## config.mk

```make
export PLATFORM = sky130hd
export DESIGN_NAME = irq_stat_ctl
export DESIGN_NICKNAME = d
export VERILOG_FILES = /design/src/rtl/irq_stat_ctl.sv
export SDC_FILE = /design/constraint.sdc
export NUM_CORES = 1
export LEC_CHECK = 0
export ABC_AREA = 1
export CAP_MARGIN = 25
export CELL_PAD_IN_SITES_DETAIL_PLACEMENT = 2
export CELL_PAD_IN_SITES_GLOBAL_PLACEMENT = 2
export CORE_ASPECT_RATIO = 0.5
export CORE_MARGIN = 2
export CORE_UTILIZATION = 19
export CTS_CLUSTER_DIAMETER = 80
export CTS_CLUSTER_SIZE = 14
export DETAILED_ROUTE_END_ITERATION = 6
export GPL_TIMING_DRIVEN = 0
export PLACE_DENSITY_LB_ADDON = 0.1
export REMOVE_ABC_BUFFERS = 1
export SLEW_MARGIN = 0
export SYNTH_ARGS = -nofsm -noshare
export SYNTH_HDL_FRONTEND = slang
export SYNTH_SLANG_ARGS = --single-unit
```

## constraint.sdc

```tcl
create_clock -name clk -period 1.38 [get_ports clk]
set_input_delay 0.414 -clock clk [delete_from_list [all_inputs] [get_ports clk]]
set_output_delay 0.414 -clock clk [all_outputs]
set_load 0.01 [all_outputs]
```

## src/rtl/irq_stat_ctl.sv

```systemverilog
module irq_stat_ctl #(
  parameter int          CW       = 3,
  parameter logic [7:0]  ACK_OK   = 8'hD6,
  parameter logic [7:0]  RST_STAT = 8'h04
) (
  input  logic          clk,
  input  logic          rst_n,
  input  logic [7:0]    evt_set,
  input  logic          rx_pop,
  input  logic          rx_remain,
  input  logic          txq_empty,
  input  logic [CW-1:0] txdone_cnt,
  input  logic          bus_wr,
  input  logic          bus_addr,
  input  logic [7:0]    bus_wdata,
  output logic [7:0]    bus_rdata,
  output logic          txdone_pop,
  output logic          irq
);
  localparam int B_RX = 0;
  localparam int B_TX = 1;
  localparam int B_TE = 2;

  logic [7:0]    st, mk, st_nx;
  logic          ack;
  logic [CW-1:0] left_cnt;

  assign ack        = bus_wr && !bus_addr;
  assign txdone_pop = ack && bus_wdata[B_TX] && (txdone_cnt != '0);
  assign left_cnt   = txdone_cnt - CW'(txdone_pop);

  always_comb begin
    st_nx = st;
    if (ack) st_nx = st_nx & ~(bus_wdata & ACK_OK);
    if (rx_pop) st_nx[B_RX] = rx_remain;
    st_nx = st_nx | evt_set;
    if (txq_empty) st_nx[B_TE] = 1'b1;
    if (left_cnt != '0) st_nx[B_TX] = 1'b1;
  end

  always_ff @(posedge clk) begin
    if (!rst_n) begin
      st <= RST_STAT;
      mk <= '0;
    end else begin
      st <= st_nx;
      if (bus_wr && bus_addr) mk <= bus_wdata;
    end
  end

  assign irq       = |(st & mk);
  assign bus_rdata = bus_addr ? mk : st;
endmodule


```

### Yosys cells after proc, flatten, opt, wreduce, memory -nomap -nowiden

Cells that the tools add are included.

| cells by class | value |
|---|---|
| order comparisons | 0 |
| shift operators | 0 |
| mux-type cells | 4 |
| multiply operators | 0 |
| equality and inequality tests | 0 |
| bitwise gates (word level) | 5 |
| add/sub/neg operators | 1 |
| divide/modulo/power cells | 0 |
| reduce and logical (&&, ||, !) cells | 9 |

Operators with widths:

| kind | number |
|---|---|
| $and A8 B8 Y8 | 2 |
| $mux W8 | 2 |
| $not A8 Y8 | 1 |
| $or A8 B8 Y8 | 1 |
| $reduce_or A8 Y1 | 1 |
| $reduce_bool A3 Y1 | 2 |
| $logic_and A1 B1 Y1 | 4 |
| $sub A3 B1 Y3 | 1 |
| $mux W1 | 2 |
| $reduce_or A2 Y1 | 1 |
| $logic_not A1 Y1 | 1 |
| $not A1 Y1 | 1 |

| word-level totals | value |
|---|---|
| output and inout port bits | 10 |
| register bits after elaboration | 16 |
| RAM bits | 0 |
| memories kept | 0 |
| word-level logic and storage cells | 22 |
| latch bits | 0 |
| ROM bits | 0 |
| bits of input ports | 26 |

### Depth between registers and ports, before layout

Gate-level depths: netlist (run 1).

| logic depth | value |
|---|---|
| depth in word-level cells | 7 |
| mapped depth | 9 |
| gate-level depth less buffers | 9 |

### Worst setup path after synthesis (run 1)

No wires, ideal clock.

| timing path | value |
|---|---|
| kind | in2reg |
| start | input bus_addr |
| end | register st[1] |
| buffers on the path | 0 |
| arrival | 1.374 ns |
| path slack | -0.115 ns |
| cell stages on the path | 9 |
| setup time | 0.121 ns |
| required time | 1.259 ns |
| path through | inv_1 > nand3_1 > a21oi_1 > ha_1 > inv_1 > nand2_1 > nand2_1 > nor2_1 > a21oi_1 |

| on the way | value |
|---|---|
| word-level cells in the longest chain between the ends | 7 |

RTL lines:

| item | RTL line | source |
|---|---|---|
| start, declared | 14 | `input logic bus_addr,` |
| $logic_not A1 Y1 | 28 | `assign ack = bus_wr && !bus_addr;` |
| $logic_and A1 B1 Y1 | 28 |  |
| $logic_and A1 B1 Y1 (2 in series) | 29 | `assign txdone_pop = ack && bus_wdata[B_TX] && (txdone_cnt != '0);` |
| via txdone_pop | 17 | `output logic txdone_pop,` |
| $sub A3 B1 Y3 | 30 | `assign left_cnt = txdone_cnt - CW'(txdone_pop);` |
| $reduce_bool A3 Y1 | 38 | `if (left_cnt != '0) st_nx[B_TX] = 1'b1;` |
| $mux W1 | 38 |  |
| end signal, assigned | 46 | `st <= st_nx;` |
| end, declared | 24 | `logic [7:0] st, mk, st_nx;` |

The timed path passes the listed nets, and every way through them passes these cells.
A chain may end at the register's enable or synchronous reset.

### Worst setup path in the final report (run 1)

| timing path | value |
|---|---|
| start | register st[7] |
| end | output irq |

| on the way | value |
|---|---|
| word-level cells in the longest chain between the ends | 2 |

RTL lines:

| item | RTL line | source |
|---|---|---|
| $and A8 B8 Y8 | 51 | `assign irq = \|(st & mk);` |
| $reduce_or A8 Y1 | 51 |  |
| end, declared | 18 | `output logic irq` |

No other way between the ends.

==> flow_metrics.tcl, run 1 <==
set metrics [dict create \
    slowest_delay_ns 0.34 \
    route.detailed.drc 0 \
    cts_root_buf "clkbuf_8" \
    ys.warnings.count 0 \
    relSlewSlack 0.756 \
    yosysTopAreaCellShare 0.422 \
    synth_xor_area_frac 0 \
    cts_tree "done" \
    synth_seq_cells 16 \
    grt_antenna_before_repair 0 \
    slowest_stage "dfxtp_2" \
    slew_viol_final 0 \
    post-route-min-period_ns 1.45 \
    crit_arrival_ns 1.03 \
    wire_per_inst_um 13.1 \
    violations "setup timing" \
    cp_max_fo 2 \
    finalHoldViolations 0 \
    synth_compound_area_frac 0.112 \
    syn_area_sq_um 759 \
    setup_violations 2 \
    synthAdderAreaFrac 0.0165 \
    synth_mux_area_frac 0 \
    cts_made_buffers 3 \
    fin_crit_sh 1.05 \
    yosys.area.top_type "dfxtp_1" \
    synth_top_family_by_area "simple AND/OR/NAND/NOR gates" \
    io_pins 36 \
    rows 16 \
    yosys.area_share.simple 0.381 \
    die-area_sq_um 4550 \
    ys_types 10 \
    clkTransAtPathRegs_ns 0.07 \
    rsz0062_at_grt "true" \
    die_w_um 93.4 \
    hold_buffers 0 \
    clockBufferDepth 2 \
    p_per_area_nw_per_um2 912 \
    ir_drop_uv 491 \
    fin_nets 199 \
    final_cell_count_no_fill 225 \
    outcome "finished, violations left" \
    synth_area_per_cell_sq_um 6.17 \
    yosysSeqAreaShare 0.422 \
    drt-total-wl_um 2940 \
    worstHoldPathType "flip-flop to flip-flop" \
    routed_via_density 4.13 \
    drt-initial-drc-count 19 \
    startpoint_type "flip-flop" \
    required_ns 0.97 \
    max_cap_violations 0 \
    worstPathCellList "nand2_2 > nand2_2 > a21oi_2 > nand3_1 > buf_2" \
    end_kind "output port" \
    clk_latency_ns 0.24 \
    track_usage 0.133 \
    fillers 473 \
    cts_sinks 16 \
    timing.final.ws_setup_ns -0.0684 \
    routabilityCongestion 0.700 \
    dr.pass1.iters 4 \
    drive_gt1_frac 0.333 \
    p_total_uw 1220 \
    crit_buf_inv 1 \
    hpwl_um 2030 \
    grt.overflow.total 0 \
    tightest_slew_ns 0.367 \
    core_sq_um 3860 \
    leakage_uw 0.000644 \
    h-tree-depth 1 \
    synth_cells 123 \
    ant_nets 0 \
    skew_ns 0 \
    grt_max_degree 13 \
    synthTopCellsByArea "dfxtp_1 42%, nand2_1 24%, nor2_1 12%" \
    antenna_cells 0 \
    fmax_mhz 690 \
    die_h_um 48.7 \
    path_class "flip-flop to output port" \
    crit_top_cell "nand2_2" \
    place.port_buffers 35 \
    start_util 0.197 \
    first_global_vias 966 \
    grt_pass1_wl_um 4570 \
    area_delta_synth_final_pct 75.5 \
    dp.cells 211 \
    vias 930 \
    critPathTopFamily "flip-flops" \
]
==> Yosys cell counts <==
library cell  count
dfxtp_1          16
inv_1            12
nor3_1            1
nor2_1           25
buf_4             1
o21ai_0          11
ha_1              1
a21oi_1           6
nand2_1          48
nand3_1           2
==> cells by family after synthesis <==
logic type                 Yosys count
AOI/OAI and AO/OA                   17
adders and majority gates            1
DFF                                 16
buffers and inverters               13
and+or+nand+nor                     76
==> worst register-to-register path, delay by kind of cell (launching register included) <==
family                 cells  cell delay, ns
flip-flops                 1            0.32
AO/OA/AOI/OAI              2            0.23
buffers and inverters      2            0.13
==> power by group <==
group,leakage [uW],switching (uW),total [uW],internal (uW)
Sequential,0.000136,23.7,522,498
Combinational,0.000480,130,272,142
Clock,0.0000288,168,421,253
==> cell type report <==
type / instances / area (sq um) / area share
tap: 54 / 67.6 / 0.0507
multi-input combinational: 94 / 430 / 0.323
timing repair buffer: 45 / 384 / 0.288
sequential: 16 / 338 / 0.254
inverter: 12 / 57.6 / 0.0432
clock buffer: 4 / 55.1 / 0.0413
==> metrics by stage <==
stage | setup TNS (ns) | setup WS, ns | cell area, sq um | util | hold slack, ns
after global routing | -0.230 | -0.148 | 1330 | 0.345 | 0.509
final | -0.0715 | -0.0684 | 1330 | 0.345 | 0.480
after global placement | -21.73 | -1.53 | 1170 | 0.303 | 0.457
after floorplan | -0.115 | -0.115 | 752 | - | 0.438
after detailed placement | -22.68 | -1.56 | 1170 | 0.303 | 0.467
after CTS | -0.143 | -0.0877 | 1280 | 0.331 | 0.489
==> placed cells by master, fill, tap and decap left out, types with 2 or more instances in the layout <==
cell type / instances
buf_6: 3
buf_4: 8
o21ai_0: 10
buf_2: 10
nand2_2: 6
clkdlybuf4s50_1: 18
dfxtp_1: 2
nor2_2: 2
inv_1: 10
clkbuf_8: 4
nor2_1: 23
a21oi_1: 4
dlygate4sd2_1: 2
nand2_1: 42
dfxtp_2: 14
a21oi_2: 2
clkbuf_2: 3
==> final timing paths <==
path,slack [ns],end,start,depth (start not counted)
max,-0.07,irq,st[7],5
min,0.48,st[4],st[4],2
max reg2reg,0.60,st[0],st[0],4
min reg2reg,0.48,st[4],st[4],2
==> layer usage <==
layer,GRT usage,wire (um),vias to the layer above
met1,0.158,1400,432
li1,-,-,475
met4,0.0147,13,0
met2,0.242,1410,21
met3,0.0436,118,2
met5,0,0,-
==> state kept, by name, indices dropped and copies added (netlist names) <==
name  flops
mk        8
st        8
==> repair_timing <==
action / CTS / global route
pin swaps: 7 / 3
setup buffers: 6 / 4
setup endpoints to repair: 23 / 10
gates resized for setup: 70 / 34
No activity file was read; power rests on OpenSTA's default activity.
==> run 2, diff against run 1 <==
Settings changed: CORE_UTILIZATION 19 to 20, SLEW_MARGIN 0 to 30.
Clock period 1.38 ns to 1.8 ns, I/O delays scaled along.
==> run 2 against run 1 <==
Die area fell by 4.7%. Clock power down 37%. Sequential cell count did not move. Non-clock buffer count fell by 8. Clock skew stayed put. Largest cell class unchanged. Routed wire length fell by 14%. The flow now finishes without violations. Power fell by 30%. Count of clock-buffer cells in the layout decreased by 1.
==> flow_metrics.tcl, run 2 (synthesized netlist as in run 1, its figures left out) <==
set metrics [dict create \
    outcome "finished clean" \
    setup_tns_ns 0 \
    end_kind "output port" \
    routabilityCongestion 0.678 \
    reg_top3 "mk: 8 flops, st: 8 flops" \
    grt_pass1_wl_um 4140 \
    place.port_buffers 35 \
    slowest_delay_ns 0.26 \
    fmax_mhz 585 \
    drt-total-wl_um 2520 \
    reg2reg_slack_ns 1.06 \
    io_pins 36 \
    grt_antenna_before_repair 0 \
    startpoint_type "primary input" \
    cts_sinks 16 \
    tightest_slew_ns 0.349 \
    dr.pass1.iters 3 \
    area_delta_synth_final_pct 61.6 \
    required_ns 1.26 \
    drt-initial-drc-count 15 \
    worstHoldPathType "flip-flop to flip-flop" \
    skew_ns 0 \
    die-area_sq_um 4340 \
    p_per_area_nw_per_um2 689 \
    ir_drop_uv 211 \
    drive_gt1_frac 0.0679 \
    h-tree-depth 1 \
    timing.hold.ws_ns 0.478 \
    antenna_cells 0 \
    hpwl_um 1950 \
    leakage_uw 0.000599 \
    setup_violations 0 \
    fillers 470 \
    worstPathCellList "clkdlybuf4s15_1 > nand3_4 > a21oi_2 > buf_2" \
    clkTransAtPathRegs_ns 0.06 \
    final_common_cell "nand2_1" \
    multi_input_area_sq_um 403 \
    rows 15 \
    ant_nets 0 \
    start_util 0.215 \
    core_sq_um 3530 \
    hold_buffers 0 \
    die_w_um 91.2 \
    max_cap_violations 0 \
    cp_max_fo 3 \
    first_global_vias 903 \
    slew_viol_final 0 \
    rsz0062_at_grt "false" \
    cts_tree "done" \
    slowest_stage "clkdlybuf4s15_1" \
    finalHoldViolations 0 \
    grt.overflow.total 0 \
    crit_arrival_ns 1.17 \
    fin_crit_sh 0.950 \
    path_class "primary input to output port" \
    fin_nets 191 \
    relSlewSlack 0.766 \
    post-route-min-period_ns 1.71 \
    grt_max_degree 13 \
    route.detailed.drc 0 \
    cts_made_buffers 3 \
    track_usage 0.128 \
    vias 915 \
    wire_per_inst_um 11.8 \
    clockBufferDepth 2 \
    routed_via_density 4.30 \
    cts_root_buf "clkbuf_8" \
    final_cell_mix "48 x nand2_1, 25 x nor2_1, 19 x clkdlybuf4s50_1" \
    clk_latency_ns 0.25 \
    final-seq-area_sq_um 320 \
    die_h_um 47.6 \
]
run 2: changes by cell type in the layout (fill, tap and decap cells not counted), sizes merged:
| cell | previous run | this run |
|---|---|---|
| inv | 11 | 12 |
| buf | 22 | 4 |
| clkdlybuf4s15 | 0 | 2 |
| clkinv | 1 | 0 |
| clkbuf | 7 | 3 |
| dlygate4sd2 | 2 | 12 |
| clkdlybuf4s50 | 18 | 19 |
run 2: critical path: cells and delay by family:
family                 cells  cell delay (ns)
and+or+nand+nor            1             0.10
buffers and inverters      2             0.40
AOI/OAI and AO/OA          1             0.12
run 2: path summary, 6_finish.rpt:
check / from / endpoint / cells after the start
max reg2reg: st[0] / st[0] / 4
min: st[2] / st[2] / 2
max: bus_wr / txdone_pop / 4
min reg2reg: st[2] / st[2] / 2
run 2: area by class of cell:
cell class / instances / share of cell area
inverters: 12 / 0.0428
flip-flops and latches: 16 / 0.261
repair buffers: 37 / 0.282
multi-input cells: 94 / 0.328
clock buffers: 3 / 0.0336
well taps: 51 / 0.0520
run 2: metal layers:
| metal | wire (um) | part of all wire | track usage |
|---|---|---|---|
| met1 | 1180 | 0.47 | 0.149 |
| met2 | 1210 | 0.48 | 0.240 |
| met3 | 129 | 0.051 | 0.0425 |
| met5 | 0 | 0 | 0 |
| met4 | 0 | 0 | 0.0364 |
run 2: what timing repair did:
action | CTS | global route
gates resized for setup | 30 | 5
setup buffers | 1 | 1
pin swaps | 2 | 0
endpoints found under the setup margin | 19 | 4
run 2: power breakdown:
part	total, uW	internal (uW)	switching (uW)
Sequential	395	378	17.3
Combinational	183	95.8	87.5
Clock	267	148	118
Total	845	622	223
run 2: metrics by stage:
step / power (uW) / worst slack [ns] / cell area, sq um / std cells / util
after global routing: 905 / 0.0225 / 1230 / 213 / 0.348
after CTS: 858 / 0.0340 / 1200 / 212 / 0.341
after global placement: 595 / -1.32 / 1170 / 208 / 0.330
final: 845 / 0.0897 / 1230 / 213 / 0.348
after floorplan: 473 / 0.179 / 752 / 122 / -
after detailed placement: 599 / -1.33 / 1170 / 208 / 0.330
